`config.mk`:
```
export PLATFORM = sky130hd
export DESIGN_NAME = bus_hold_arbiter
export DESIGN_NICKNAME = d
export VERILOG_FILES = /design/src/rtl/bha_pkg.sv /design/src/rtl/bha_cycle_timer.sv /design/src/rtl/bha_own_fsm.sv /design/src/rtl/bha_irq_gate.sv /design/src/rtl/bus_hold_arbiter.sv
export SDC_FILE = /design/constraint.sdc
export NUM_CORES = 1
export LEC_CHECK = 0
export BUFFER_PORTS_ARGS = -buffer_cell sky130_fd_sc_hd__buf_2
export CORE_UTILIZATION = 40
export CTS_CLUSTER_DIAMETER = 80
export CTS_CLUSTER_SIZE = 14
export DETAILED_ROUTE_END_ITERATION = 10
export GPL_ROUTABILITY_DRIVEN = 0
export HOLD_SLACK_MARGIN = 0.12
export MAX_ROUTING_LAYER = met4
export SETUP_SLACK_MARGIN = 0.15
export SYNTH_ARGS = -nofsm -noshare
export SYNTH_HDL_FRONTEND = slang
export SYNTH_SLANG_ARGS = --single-unit
```
`constraint.sdc`:
```
create_clock -name clk -period 2.4 [get_ports clk]
set_input_delay 0.48 -clock clk [delete_from_list [all_inputs] [get_ports clk]]
set_output_delay 0.48 -clock clk [all_outputs]
set_load 0.005 [all_outputs]
```
`src/rtl/bha_pkg.sv`:
```
package bha_pkg;

    typedef enum logic [1:0] {
        BK_IDLE  = 2'b00,
        BK_EXT16 = 2'b01,
        BK_EXT8  = 2'b10,
        BK_RSVD  = 2'b11
    } bus_kind_t;

    typedef enum logic [1:0] {
        ST_OWN    = 2'b00,
        ST_HELD   = 2'b01,
        ST_REQ    = 2'b10,
        ST_RESUME = 2'b11
    } own_state_t;

    function automatic logic kind_is_external(input logic [1:0] kind);
        return (kind == BK_EXT16) || (kind == BK_EXT8);
    endfunction

endpackage

```
`src/rtl/bha_cycle_timer.sv`:
```
module bha_cycle_timer
    import bha_pkg::*;
#(
    parameter int WS_W  = 3,
    parameter int CNT_W = 5
) (
    input  logic             clk,
    input  logic             rst,
    input  logic             tick,
    input  logic             start,
    input  logic [1:0]       kind,
    input  logic [WS_W-1:0]  waits,
    output logic [CNT_W-1:0] cyc_left,
    output logic             at_boundary,
    output logic             cyc_idle
);

    logic [CNT_W-1:0] load_len;
    logic [CNT_W-1:0] ws_ext;

    assign ws_ext = CNT_W'(waits);

    // length of the external cycle in state times
    always_comb begin
        unique case (bus_kind_t'(kind))
            BK_EXT16: load_len = CNT_W'(2) + ws_ext;
            BK_EXT8:  load_len = CNT_W'(2) + (ws_ext << 1);
            default:  load_len = '0;
        endcase
    end

    always_ff @(posedge clk) begin
        if (rst) begin
            cyc_left <= '0;
        end else if (tick) begin
            if (cyc_left != '0) begin
                cyc_left <= cyc_left - CNT_W'(1);
            end else if (start) begin
                cyc_left <= load_len;
            end
        end
    end

    assign cyc_idle    = (cyc_left == '0);
    assign at_boundary = (cyc_left <= CNT_W'(1));

endmodule

```
`src/rtl/bha_own_fsm.sv`:
```
module bha_own_fsm
    import bha_pkg::*;
(
    input  logic       clk,
    input  logic       rst,
    input  logic       tick,
    input  logic       hold_n,
    input  logic       need_bus,
    input  logic       at_boundary,
    input  logic       cyc_idle,
    output own_state_t state,
    output logic       start_cycle,
    output logic       hlda_n,
    output logic       breq_n,
    output logic       drive_en,
    output logic       stall,
    output logic       irq_block
);

    own_state_t next_state;

    // state register
    always_ff @(posedge clk) begin
        if (rst) begin
            state <= ST_OWN;
        end else if (tick) begin
            state <= next_state;
        end
    end

    // transitions
    always_comb begin
        next_state = state;
        unique case (state)
            ST_OWN: begin
                if (!hold_n && at_boundary) next_state = ST_HELD;
            end
            ST_HELD: begin
                if (hold_n)        next_state = ST_OWN;
                else if (need_bus) next_state = ST_REQ;
            end
            ST_REQ: begin
                if (hold_n) next_state = ST_RESUME;
            end
            ST_RESUME: begin
                next_state = ST_OWN;
            end
        endcase
    end

    // outputs
    always_comb begin
        hlda_n      = 1'b1;
        breq_n      = 1'b1;
        drive_en    = 1'b1;
        stall       = 1'b0;
        irq_block   = 1'b0;
        start_cycle = 1'b0;
        unique case (state)
            ST_OWN: begin
                start_cycle = need_bus && cyc_idle && hold_n;
            end
            ST_HELD: begin
                hlda_n   = 1'b0;
                drive_en = 1'b0;
                stall    = need_bus;
            end
            ST_REQ: begin
                hlda_n    = 1'b0;
                breq_n    = 1'b0;
                drive_en  = 1'b0;
                stall     = need_bus;
                irq_block = 1'b1;
            end
            ST_RESUME: begin
                start_cycle = need_bus && cyc_idle;
            end
        endcase
    end

endmodule

```
`src/rtl/bha_irq_gate.sv`:
```
module bha_irq_gate (
    input  logic block,
    input  logic irq_pend,
    input  logic nmi_pend,
    output logic irq_accept,
    output logic nmi_accept
);

    always_comb begin
        irq_accept = irq_pend && !block;
        nmi_accept = nmi_pend && !block;
    end

endmodule

```
`src/rtl/bus_hold_arbiter.sv`:
```
module bus_hold_arbiter
    import bha_pkg::*;
#(
    parameter int WS_W = 3
) (
    input  logic            clk,
    input  logic            rst,
    input  logic            state_tick,
    input  logic            hold_n,
    input  logic            core_ext_req,
    input  logic [1:0]      bus_kind,
    input  logic [WS_W-1:0] wait_states,
    input  logic            irq_pend,
    input  logic            nmi_pend,
    output logic            hlda_n,
    output logic            breq_n,
    output logic            bus_drive_en,
    output logic            core_stall,
    output logic            irq_accept,
    output logic            nmi_accept
);

    localparam int MAX_LEN = 2 + 2 * ((1 << WS_W) - 1);
    localparam int CNT_W   = $clog2(MAX_LEN + 1);

    logic             need_bus;
    logic             start_cycle;
    logic             at_boundary;
    logic             cyc_idle;
    logic             irq_block;
    logic [CNT_W-1:0] cyc_left;
    own_state_t       state;

    assign need_bus = core_ext_req && kind_is_external(bus_kind);

    bha_cycle_timer #(
        .WS_W  (WS_W),
        .CNT_W (CNT_W)
    ) u_timer (
        .clk         (clk),
        .rst         (rst),
        .tick        (state_tick),
        .start       (start_cycle),
        .kind        (bus_kind),
        .waits       (wait_states),
        .cyc_left    (cyc_left),
        .at_boundary (at_boundary),
        .cyc_idle    (cyc_idle)
    );

    bha_own_fsm u_fsm (
        .clk         (clk),
        .rst         (rst),
        .tick        (state_tick),
        .hold_n      (hold_n),
        .need_bus    (need_bus),
        .at_boundary (at_boundary),
        .cyc_idle    (cyc_idle),
        .state       (state),
        .start_cycle (start_cycle),
        .hlda_n      (hlda_n),
        .breq_n      (breq_n),
        .drive_en    (bus_drive_en),
        .stall       (core_stall),
        .irq_block   (irq_block)
    );

    bha_irq_gate u_gate (
        .block      (irq_block),
        .irq_pend   (irq_pend),
        .nmi_pend   (nmi_pend),
        .irq_accept (irq_accept),
        .nmi_accept (nmi_accept)
    );

endmodule

```
Word-level counts from Yosys, hierarchy flattened
Index checks and enable logic that the tools add are counted.
{ "word_totals": {"register_bits": 7, "rom_bits": 0, "mem_bits_rw": 0, "mem_count": 0, "latch_bits": 0, "input_bits": 12} }
{ "op_classes": {"n_reduce_logical": 16, "magnitude_cmp": 1, "n_shift": 0, "mul": 0, "add_sub_neg": 3, "n_eq_ne": 8, "div": 0, "bitwise_logic": 0, "n_mux": 13} }
{ "ops": {"columns": ["op", "n"], "rows": [
  ["$mux 5", 2],
  ["$pmux 5 s2", 1],
  ["$mux 2", 4],
  ["$pmux 2 s4", 1],
  ["$eq 2x2->1 const B", 3],
  ["$logic_and 1x1->1", 6],
  ["$add 2x4->5 const A", 1],
  ["$le 5x1->1 const B", 1],
  ["$logic_not 5->1", 1],
  ["$reduce_bool 5->1", 1],
  ["$sub 5x1->5 const B", 1],
  ["$add 2x3->4 const A", 1],
  ["$eq 2x1->1 const B", 2],
  ["$mux 1", 4],
  ["$reduce_and 4->1", 1],
  ["$ne 3x2->1 const B", 1],
  ["$logic_not 1->1", 2],
  ["$logic_not 2->1", 1],
  ["$ne 2x1->1 const B", 1],
  ["$ne 2x2->1 const B", 1],
  ["$pmux 1 s2", 1],
  ["$reduce_and 2->1", 1],
  ["$reduce_bool 2->1", 1],
  ["$reduce_or 2->1", 1],
  ["$logic_or 1x1->1", 1]
]} }

Longest topological paths before layout
{ "depth": {"ltp_word": 8, "mapped_depth": 7} }

Modules after synthesis
A second synthesis with hierarchy kept.
{ "unflattened": {"cells_unflattened": 92, "area_unflattened_um2": 758.2} }
{ "by_module_without_submodules": {"columns": ["module", "seq_area_each_um2", "area_per_inst_um2", "instances", "cells_each"], "rows": [
  ["bha_cycle_timer", 100.1, 467.9, 1, 57],
  ["bha_own_fsm", 40.0, 262.8, 1, 31],
  ["bus_hold_arbiter", 0.0, 15.0, 1, 2],
  ["bha_irq_gate", 0.0, 12.5, 1, 2]
]} }

Worst setup path after synthesis
No wires, ideal clock.
{ "synth_path": {"kind": "in2reg", "startpoint": "input bus_kind[0]", "endpoint": "register (tool-made name)", "setup_ps": 116, "cell_stages": 6, "arrival_time_ps": 1741, "slack_ps": 543, "cell_sequence": "inv_1 -> ha_1 -> nand2b_1 -> a221oi_1 -> a311oi_1 -> a31o_2"} }
{ "synth_lines": {"columns": ["element", "line", "source"], "rows": [
  ["from (decl)", "bus_hold_arbiter.sv:11", "input logic [1:0] bus_kind,"]
]} }

Worst setup path in the final report
{ "layout_path": {"startpoint": "register u_timer.cyc_left[1]", "endpoint": "register u_timer.cyc_left[0]"} }
{ "layout_between": {"elab_chain_cells": 6, "word_cells_on_any_way": 8} }
{ "layout_lines": {"columns": ["element", "line", "source"], "rows": [
  ["from (decl)", "bha_cycle_timer.sv:13", "output logic [CNT_W-1:0] cyc_left,"],
  ["from (signal assigned)", "bha_cycle_timer.sv:37", "cyc_left <= cyc_left - CNT_W'(1);"],
  ["from (signal assigned)", "bha_cycle_timer.sv:39", "cyc_left <= load_len;"],
  ["$logic_not 5->1", "bha_cycle_timer.sv:44", "assign cyc_idle = (cyc_left == '0);"],
  ["$logic_and 1x1->1", "bha_own_fsm.sv:61, bha_own_fsm.sv:76", null],
  ["$logic_and 1x1->1", "bha_own_fsm.sv:61", "start_cycle = need_bus && cyc_idle && hold_n;"],
  ["$pmux 1 s2", "bha_own_fsm.sv:59", "unique case (state)"],
  ["$reduce_bool 2->1 (no line)", null, null],
  ["$reduce_and 2->1 (no line)", null, null]
]} }
Several ways; a longest one is shown, not always the timed one.
A chain may end at the register's enable or synchronous reset.

==> summary.md <==
| Metric | Value |
|---|---|
| Status | `completed` |
| Worst VDD drop | `0.445 mV` |
| Peak Freq | `about 520 MHz` |
| WS Path Type | `reg2reg` |
| Post-synthesis mux area share | `0.0140` |
| Count of state elements after synthesis | `7` |
| Bufs on Longest Clock Path | `2` |
| Root buf cell | `clkbuf_4` |
| Worst setup SP type | `register` |
| Crit. Startpoint | `u_timer.cyc_left[1]` |
| Die X | `approximately 44 um` |
| Placed Cells | `roughly 120` |
| Mean area per synthesized cell | `8.61 um2` |
| Min-delay worst type | `in2reg` |
| Die ar. | `a little under 2000 um2` |
| GRT Resource Usage Total | `0.185` |
| H-tree depth | `1` |
| Final ANT Viol Nets | `0` |
| Slowest CP cell | `or4b_4` |
| Clock tree sinks | `7` |
| Largest net degree at the start of global routing | `9` |
| Hold-fix buffers, CTS | `0` |
| Worst-Margin Slew | `0.675 ns` |
| Share of layout cells above drive strength 1 | `0.245` |
| Synthesized cell area | `about 710 um2` |
| Critical Path RT | `2.56 ns` |
| Starting density of the core | `0.448` |
| Cell count after synthesis | `83` |
| Relative slew slack | `0.543` |
| Sequential fraction of the synthesis area | `0.196` |
| Post-route non-filler standard cell count | `126` |
| Core box area | `between 1500 and 2000 um2` |
| Clock transition at path regs | `roughly 0.060 ns` |
| Setup TNS | `0 ns` |
| Crit path largest cell delay | `0.52 ns` |
| Distinct cells, synth | `37` |
| Reg2reg end | `u_timer.cyc_left[0]` |
| Post-route core utilization | `0.525` |
| Fin Clk Skew | `about 0.0051 ns` |
| Clk Latency, worst-skew pair | `roughly 0.26 ns` |
| Synth-to-layout area growth | `17.2%` |
| Xor/xnor cell area share of the yosys netlist | `0.0123` |
| Antenna diode count | `0` |
| Cts repair resizes | `0` |
| Synth warn | `0` |
| Most common cell after layout, fill and taps aside | `buf_2` |
| Endpoint class of the critical path | `register` |
| Leak | `between 0.4 and 0.5 nW` |
| Largest fanout on the critical path | `7` |
| Avg Vias per Cell | `5.30` |
| EDFF count, synth | `0` |
| Grt ovf | `0` |
| Synth Flop Type | `dfxtp_1` |
| Max-Cap Viols | `0` |
| Max-slew violation count | `0` |
| Post-Synth Simple-Gate Area | `0.231` |
| Crit path DAT | `between 2 and 2.5 ns` |
| Io pins | `18` |
| CTS tree | `done` |
| Largest family of logic cells by synthesized area | `compound AO/OA/AOI/OAI gates` |
| Final setup viols | `0` |
| Routed wire length | `1.47 mm` |
| Vias in the first global route | `slightly above 600` |
| Pre-CTS WS | `0.299 ns` |
| CP endpoint | `u_timer.cyc_left[0]` |
| Synthesized Nets | `between 100 and 150` |
| First-pass GRT wire length | `roughly 2.6 mm` |
| Worst R2R Path Depth | `6` |
| Hold WS | `~0.47 ns` |
| Post-route setup slack | `about 0.46 ns` |
| Post-DP HPWL | `roughly 1.2 mm` |
| Cts bufs inserted | `3` |
| DRT iter0 DRCs | `8` |
| DR pass1 iterations | `3` |
| Total number of vias | `between 600 and 700` |
| Power per cell area | `approximately 900 nW/um2` |
| FP Rows | `14` |
| Post-synth ARST share | `0` |
| Tmin final | `around 1.9 ns` |
| Most frequent cells in the layout | `buf_2 (17), inv_1 (12), ha_1 (11)` |
| RSZ-0062 raised after global routing | `no` |
| Complex-gate fraction of the synthesized area | `0.264` |
| Nets | `about 130` |
| Adder-cell share of the synthesized area | `0.193` |
| Critical R2R Launch | `u_timer.cyc_left[1]` |
| DRC violation count after routing | `0` |
| Routed WL per cell | `around 12 um` |
| DIE HEIGHT | `approximately 44 um` |
| Port buffer count | `17` |
| Cell breakdown of the critical path | `inv_1 > ha_1 > or4b_4 > a22oi_4 > a21oi_1 > o221a_1` |
| Post CTS Setup Buffer Count | `0` |
| FF-to-FF setup slack | `between 0.4 and 0.5 ns` |
| Crit share post-route | `0.808` |
| Initial antenna violation count | `0` |
| Final Hold Fails | `0` |
[stage by stage]
step	power [mW]	cell area, um2
after floorplan	0.595	714
after global placement	0.654	811
after detailed placement	0.651	811
after CTS	0.768	837
after global routing	0.837	837
final	0.769	837
[synth_stat cells, types with 2 or more instances]
cell type / n / area [um2]
inv_1: 12 / 45.0
ha_1: 11 / 138
dfxtp_1: 7 / 140
nor2_1: 6 / 22.5
a211oi_1: 4 / 30.0
a21oi_1: 3 / 15.0
nand2b_1: 3 / 18.8
nor2b_1: 3 / 18.8
a22oi_1: 2 / 15.0
nand2_1: 2 / 7.51
nor3_1: 2 / 10.0
nor4b_1: 2 / 17.5
o21ai_0: 2 / 10.0
[kinds of logic (layout without fill, tap and decap cells)]
logic type	after synthesis	in the layout
buffers and inverters	14	33
adders and majority gates	11	11
AOI/OAI and AO/OA	23	23
muxes	1	1
DFF	7	7
xor gates and xnor gates	1	1
and+or+nand+nor	26	26
[where the power goes]
part | switching [mW] | internal, mW
sequential | 0.0469 | 0.146
clock | 0.0507 | 0.0639
combinational | 0.238 | 0.223
[final cells by class]
class | instances | area [um2]
Fill cell | 169 | 757
Multi-Input combinational cell | 62 | 510
Sequential cell | 7 | 140
Timing Repair Buffer | 17 | 85.1
Inverter | 12 | 45.0
Tap cell | 24 | 30.0
Clock buffer | 4 | 26.3
[worst max-delay path, delay by kind of cell, from the launching register on]
kind | cells | cell delay [ns]
flops | 1 | 0.34
buf+inv | 1 | 0.12
simple gates | 1 | 0.52
fa+ha+maj | 1 | 0.20
compound gates | 3 | 0.64
[how the worst min path moves through the flow]
stage	startpoint	to	slack, ns	cells after the start
finish	rst	u_timer.cyc_left[3]	0.47	2
global route	rst	u_timer.cyc_left[3]	0.49	2
CTS	rst	u_timer.cyc_left[3]	0.48	2
detailed placement	u_timer.cyc_left[3]	u_timer.cyc_left[3]	0.55	2
global placement	u_timer.cyc_left[3]	u_timer.cyc_left[3]	0.55	2
floorplan	u_timer.cyc_left[2]	u_timer.cyc_left[2]	0.51	2
[metal layers]
layer  vias up  GRT usage  routed length (um)  share of wire
met5         -          -                   0              0
met2        20      0.282                 604           0.41
li1        346          -                   -              -
met4         0      0.109                  40          0.027
met3         5     0.0245                  51          0.035
met1       297      0.233                 773           0.53
Note: power is estimated with default switching activity, not from simulation.
